`src/rtl/zq_cal_ctrl.sv`:
```
module zq_cal_ctrl #(
  parameter int CODE_W        = 5,
  parameter int EVAL_PERIOD   = 64,
  parameter int WARMUP_CYCLES = 4096,
  parameter int RESET_CODE    = 16
) (
  input  logic              clk,
  input  logic              rst_n,
  input  logic              wr_cyc,
  input  logic              desel_cyc,
  input  logic              oe_n,
  input  logic              cmp_up,
  input  logic              cmp_dn,
  output logic [CODE_W-1:0] drv_code,
  output logic              calibrated
);

  localparam int EW = $clog2(EVAL_PERIOD);
  localparam int WW = $clog2(WARMUP_CYCLES + 1);
  localparam logic [CODE_W-1:0] CODE_MAX  = {CODE_W{1'b1}};
  localparam logic [CODE_W-1:0] CODE_INIT = CODE_W'(RESET_CODE);

  logic [EW-1:0]     ev_cnt;
  logic [WW-1:0]     wu_cnt;
  logic [CODE_W-1:0] pend;
  logic              hiz_q;

  wire hiz       = wr_cyc | desel_cyc | oe_n;
  wire apply     = hiz & ~hiz_q;
  wire tick      = (ev_cnt == EW'(EVAL_PERIOD - 1));
  wire warm_done = (wu_cnt == WW'(WARMUP_CYCLES));
  wire go_up     = cmp_up & ~cmp_dn & (pend != CODE_MAX);
  wire go_dn     = cmp_dn & ~cmp_up & (pend != '0);

  always_ff @(posedge clk or negedge rst_n) begin
    if (!rst_n) begin
      ev_cnt     <= '0;
      wu_cnt     <= '0;
      pend       <= CODE_INIT;
      hiz_q      <= 1'b1;
      drv_code   <= CODE_INIT;
      calibrated <= 1'b0;
    end else begin
      ev_cnt <= tick ? '0 : ev_cnt + 1'b1;
      if (!warm_done) wu_cnt <= wu_cnt + 1'b1;
      if (tick && go_up) pend <= pend + 1'b1;
      else if (tick && go_dn) pend <= pend - 1'b1;
      hiz_q <= hiz;
      if (apply) drv_code <= pend;
      if (apply && warm_done) calibrated <= 1'b1;
    end
  end

  // pending code moves only right after an evaluation tick
  assert_eval_only_on_tick_R2: assert property (@(posedge clk) disable iff (!rst_n)
    (pend != $past(pend)) |-> $past(tick));

  assert_single_step_R3: assert property (@(posedge clk) disable iff (!rst_n)
    (pend != $past(pend)) |->
      (({1'b0, pend} == {1'b0, $past(pend)} + 1'b1) ||
       ({1'b0, pend} + 1'b1 == {1'b0, $past(pend)})));

  assert_no_wrap_top_R4: assert property (@(posedge clk) disable iff (!rst_n)
    ($past(pend) == CODE_MAX) |-> (pend != '0));

  assert_no_wrap_bottom_R4: assert property (@(posedge clk) disable iff (!rst_n)
    ($past(pend) == '0) |-> (pend != CODE_MAX));

  assert_apply_in_hiz_R5: assert property (@(posedge clk) disable iff (!rst_n)
    (drv_code != $past(drv_code)) |-> ($past(hiz) && !$past(hiz_q)));

  assert_cal_sticky_R6: assert property (@(posedge clk) disable iff (!rst_n)
    calibrated |=> calibrated);

  assert_cal_after_warmup_R6: assert property (@(posedge clk) disable iff (!rst_n)
    $rose(calibrated) |-> ($past(warm_done) && $past(apply)));

endmodule

```
`config.mk`:
```
export PLATFORM = sky130hd
export DESIGN_NAME = zq_cal_ctrl
export DESIGN_NICKNAME = d
export VERILOG_FILES = /design/src/rtl/zq_cal_ctrl.sv
export SDC_FILE = /design/constraint.sdc
export NUM_CORES = 1
export LEC_CHECK = 0
export BUFFER_PORTS_ARGS = -buffer_cell sky130_fd_sc_hd__buf_2
export CORE_MARGIN = 2
export CORE_UTILIZATION = 62
export DETAILED_ROUTE_END_ITERATION = 10
export HOLD_SLACK_MARGIN = 0.1
export MAX_ROUTING_LAYER = met4
export PLACE_DENSITY_LB_ADDON = 0.12
export SLEW_MARGIN = 20
export SYNTH_ARGS = -nofsm -noshare
export SYNTH_HDL_FRONTEND = slang
export SYNTH_SLANG_ARGS = --single-unit
```
`constraint.sdc`:
```
create_clock -name clk -period 4.93 [get_ports clk]
set_input_delay 0.986 -clock clk [delete_from_list [all_inputs] [get_ports clk]]
set_output_delay 0.986 -clock clk [all_outputs]
set_load 0.02 [all_outputs]
```
# ---- Word-level counts from Yosys, hierarchy flattened
# Index checks and enable logic that the tools add are counted.
dict set report classes {
  n_addsub 4
  eq_ne 3
  n_mux 3
  bitwise 10
  reduce_logical 5
}
# cell count
set ops {}
lappend ops {{13-bit by 1-bit adder with 13-bit output (second input constant)} 1}
lappend ops {{13-bit equality test (second input constant)} 1}
lappend ops {{5-bit two-way mux} 2}
lappend ops {{6-bit by 1-bit adder with 6-bit output (second input constant)} 1}
lappend ops {{6-bit equality test (second input constant)} 1}
lappend ops {{6-bit two-way mux} 1}
lappend ops {{5-bit by 1-bit adder with 5-bit output (second input constant)} 1}
lappend ops {{1-bit AND} 5}
lappend ops {{5-bit inequality test (second input constant)} 1}
lappend ops {{5-bit nonzero test} 1}
lappend ops {{5-bit by 1-bit subtractor with 5-bit output (second input constant)} 1}
lappend ops {{1-bit logical AND} 3}
lappend ops {{1-bit NOT} 3}
lappend ops {{1-bit bitwise OR} 2}
lappend ops {{2-bit nonzero test} 1}
dict set report totals {
  reg_bits 31
  in_bits 7
  out_inout_bits 6
  word_cells 31
}

# ---- Longest topological paths before layout
dict set report logic_depth {
  depth_word 6
  ltp_mapped 9
  mapped_depth_nobuf 9
}

# ---- Worst setup path after synthesis
# Ideal clock, no wire load.
dict set report synth_path {
  path_type {input-to-reg}
  from {input cmp_up}
  to {register pend[4]}
  setup_time_ns 0.082
  arrival_time_ns 2.516
  required_ns 4.848
  path_slack_ns 2.332
  stages 8
  path_buffers 0
  path_cell_list {inv_1 -> a311oi_2 -> nand2_1 -> fa_1 -> nand3_1 -> nor4bb_1 -> a22oi_1 -> xnor2_1}
}
dict set report synth_via {
  elab_chain_len 5
  elab_cells_between_ends 9
  classes_between {mux: 1; bitwise: 5; reduce/logical: 3}
}
# element line_no
set synth_lines {}
lappend synth_lines {{from (decl)} 12} ;# input logic cmp_up,
lappend synth_lines {{1-bit NOT} 33} ;# wire go_dn = cmp_dn & ~cmp_up & (pend != '0);
lappend synth_lines {{1-bit AND (2 in series)} 33}
lappend synth_lines {{1-bit logical AND} 47} ;# else if (tick && go_dn) pend <= pend - 1'b1;
lappend synth_lines {{2-bit nonzero test (no line)} --}
lappend synth_lines {{to (signal assigned)} 46} ;# if (tick && go_up) pend <= pend + 1'b1;
lappend synth_lines {{to (signal assigned)} 47}
lappend synth_lines {{to (decl)} 25} ;# logic [CODE_W-1:0] pend;
# Parallel ways exist; a longest one is shown, timed or not.
# A chain may end at the register's enable or synchronous reset.

# ---- Worst setup path in the final report
# Ends and elaborated chain as after synthesis.

==> impl_metrics.toml <==
[die]
die_x_um = 52.6
die_h_um = 52.6
io-pin-count = 13
die_area_mm2 = 0.00276
start_util_pct = 66.1
fp.coreArea_mm2 = 0.00221
rows = 17

[worst_hold_path]
worst_hold_path.num_cells = 1
hp-class = "reg2reg"
hold_path.startpoint = "calibrated"
hold_end = "calibrated"

[routing]
drc = 0
routed_wl_mm = 2.35
dr.pass1.iters = 5
ant_nets = 0
routedWlPerCell_um = 14.1
drt_iter0_drc = 23
via_per_inst = 5.63
num_vias = 940

[synthesis]
syn_avg_cell_area_um2 = 12.2
yosys-top-cells-area = "dfrtp_1 48%, xnor2_1 7.2%, dfstp_2 5.4%"
ys_seq_area_share_pct = 53.3
synth_enable_flop_cells = 0
synth_top_flop_cell = "dfrtp_1"
syn_area_mm2 = 0.00146
ys_ff_latch = 31
async_flop_share_pct = 100
syn_inst = 120
ys_types = 31
synth_top_area_share_pct = 47.9
synth.net_count = 134
synth_top_area_cell = "dfrtp_1"
ys_warn_count = 0

[sta]
skew_ps = 8.29
fmax_mhz = 390
post-route-period-util_pct = 52.1
report.final.slew_viol_count = 0
fin_crit_ps = 2570
hold_ws_ps = 474
rsz0062_at_grt = "no"
hold_viol = 0
finalSetupTns_ps = 0
slew_headroom_pct = 57.2
setup_viol = 0
worst_pin_slew_ps = 642

[grt]
antenna_found_initial = 0
grt_pass1_vias = 982
grt_max_degree = 32
grt_usage_pct = 21.1
grt-ovfl-total = 0
grt_pass1_wl_mm = 4.01

[setup_path]
path_cells = "buf_2, inv_1, a311oi_2, nand2_1, fa_1, nand3_1, nor4bb_1, a22oi_1, xnor2_1"
r2r_slack_ps = 2430
cp-end-kind = "register"
cp_slowest_stage_delay_ps = 460
worstPathBufferInverterCount = 2
slowest_stage = "fa_1"
start_kind = "primary input"
cp.required_ps = 5180
r2r-end = "pend[4]"
path_delay_family = "simple AND/OR/NAND/NOR gates"
arrival_ps = 2810
r2r_cells = 9
critPathKind = "in2reg"
critPathMaxFanout = 4
reg2reg_from = "ev_cnt[0]"

[clock_tree]
cts_resized = 0
post_cts_buffers = 0
numCtsBuffers = 5
cts.sinks = 31
ctsHoldBuffers = 0
insertion_delay_ps = 310
cts.htree.levels = 2
cts_tree = "done"
clkSlewWorstSetupHoldPaths_ps = 90
cts_buffer_depth = 2
cts_root_buf = "clkbuf_4"

[finish]
layout_commonest_cell = "dfrtp_1"
drive_gt1_share_pct = 23.7
fin_nets = 152
fill_cells = 162
antenna_cells = 0
final_cell_mix = "28 x dfrtp_1, 12 x xnor2_1, 12 x buf_2"
area_growth_pct = 9.67

[power_and_ir_drop]
internal_power_uw = 313
p_per_area_mw_per_mm2 = 249
power.switching_uw = 85.8
p_seq_share_pct = 63.9
swShare_pct = 21.5
clockPowerShare_pct = 33.8
power_frac_comb_pct = 2.3
ir_drop_mv = 0.210
p_leak_uw = 0.000770

[outcome]
status = "complete, no violations"

[placement]
gp_congestion = 0.758
io_buffers = 12
hpwl_mm = 1.72

[flow_run]
drv_cap = 0
[synth_stat cells, types with 2 or more instances]
cell and number:
dfrtp_1 28, xnor2_1 12, nand3_1 10, nand2_1 9, xor2_1 7, ha_1 6
nor2_1 6, mux2_2 5, a21oi_1 3, and3_1 3, dfstp_2 3, inv_1 3
mux2_4 3, nor2b_1 2, nor4b_1 2, o21ai_0 2, or3_1 2
[power groups by stage]
| stage | sequential, µW | clock [µW] | combinational (µW) |
|---|---|---|---|
| finish | 255 | 135 | 9.32 |
| global route | 255 | 148 | 11.0 |
| CTS | 255 | 140 | 9.92 |
| detailed placement | 260 | 0 | 9.89 |
| global placement | 260 | 0 | 9.65 |
| floorplan | 260 | 0 | 2.49 |
[logic make-up (layout without fill, tap and decap cells)]
| family | Yosys count | count (layout) | share of synthesized area (%) |
|---|---|---|---|
| AOI/OAI and AO/OA | 14 | 14 | 7.71 |
| xor gates and xnor gates | 19 | 19 | 11.4 |
| adders and majority gates | 7 | 7 | 6.51 |
| buffers and inverters | 4 | 23 | 1.03 |
| DFF | 31 | 31 | 53.3 |
| muxes | 8 | 8 | 6.93 |
| and+or+nand+nor | 37 | 37 | 13.1 |
[worst max-delay path by stage]
stage	startpoint	to	slack, ps	cells past startpoint
floorplan	cmp_up	pend[4]	2330	8
global placement	cmp_up	pend[4]	2140	9
detailed placement	cmp_up	pend[4]	2030	9
CTS	cmp_up	pend[4]	2390	9
global route	cmp_up	pend[4]	2180	9
finish	cmp_up	pend[4]	2360	9
[sequential cells by signal (all words and copies together) (netlist names)]
name	flops
calibrated	1
drv_code	5
ev_cnt	6
hiz_q	1
pend	5
wu_cnt	13
[routing by layer]
metal | track usage [%] | vias up | share of wire [%]
li1 | - | 461 | -
met1 | 24.4 | 459 | 47
met2 | 35.0 | 18 | 49
met5 | - | - | 0
met3 | 5.14 | 2 | 3.2
met4 | 8.97 | 0 | 0.51
[area by class of cell]
cell class	count	area (µm²)	area share (%)
timing repair buffer	12	60.1	3.75
sequential	31	779	48.6
tap	28	35.0	2.19
clock buffer	7	45.0	2.81
clock inverter	1	5.00	0.312
inverter	3	11.3	0.703
multi-input combinational	85	667	41.6
[worst register-to-register path, cell delays in order, from the launching register on]
cell and delay [ps]:
dfrtp_1 410, ha_1 240, nand2_1 110, nor2_1 300, nand2_1 210, fa_1 460, nand3_1 140, nor4bb_1 280
a22oi_1 120, xnor2_1 160
[per-stage QoR]
stage	util, %	area [µm²]	instances	setup slack [ps]	total power, µW
after detailed placement	70.2	1550	159	2030	270
after floorplan	-	1460	120	2330	262
after global placement	70.2	1550	159	2140	269
after CTS	72.5	1600	167	2390	405
after global routing	72.5	1600	167	2180	414
final	72.5	1600	167	2360	399
No activity file was read; power rests on OpenSTA's default activity.
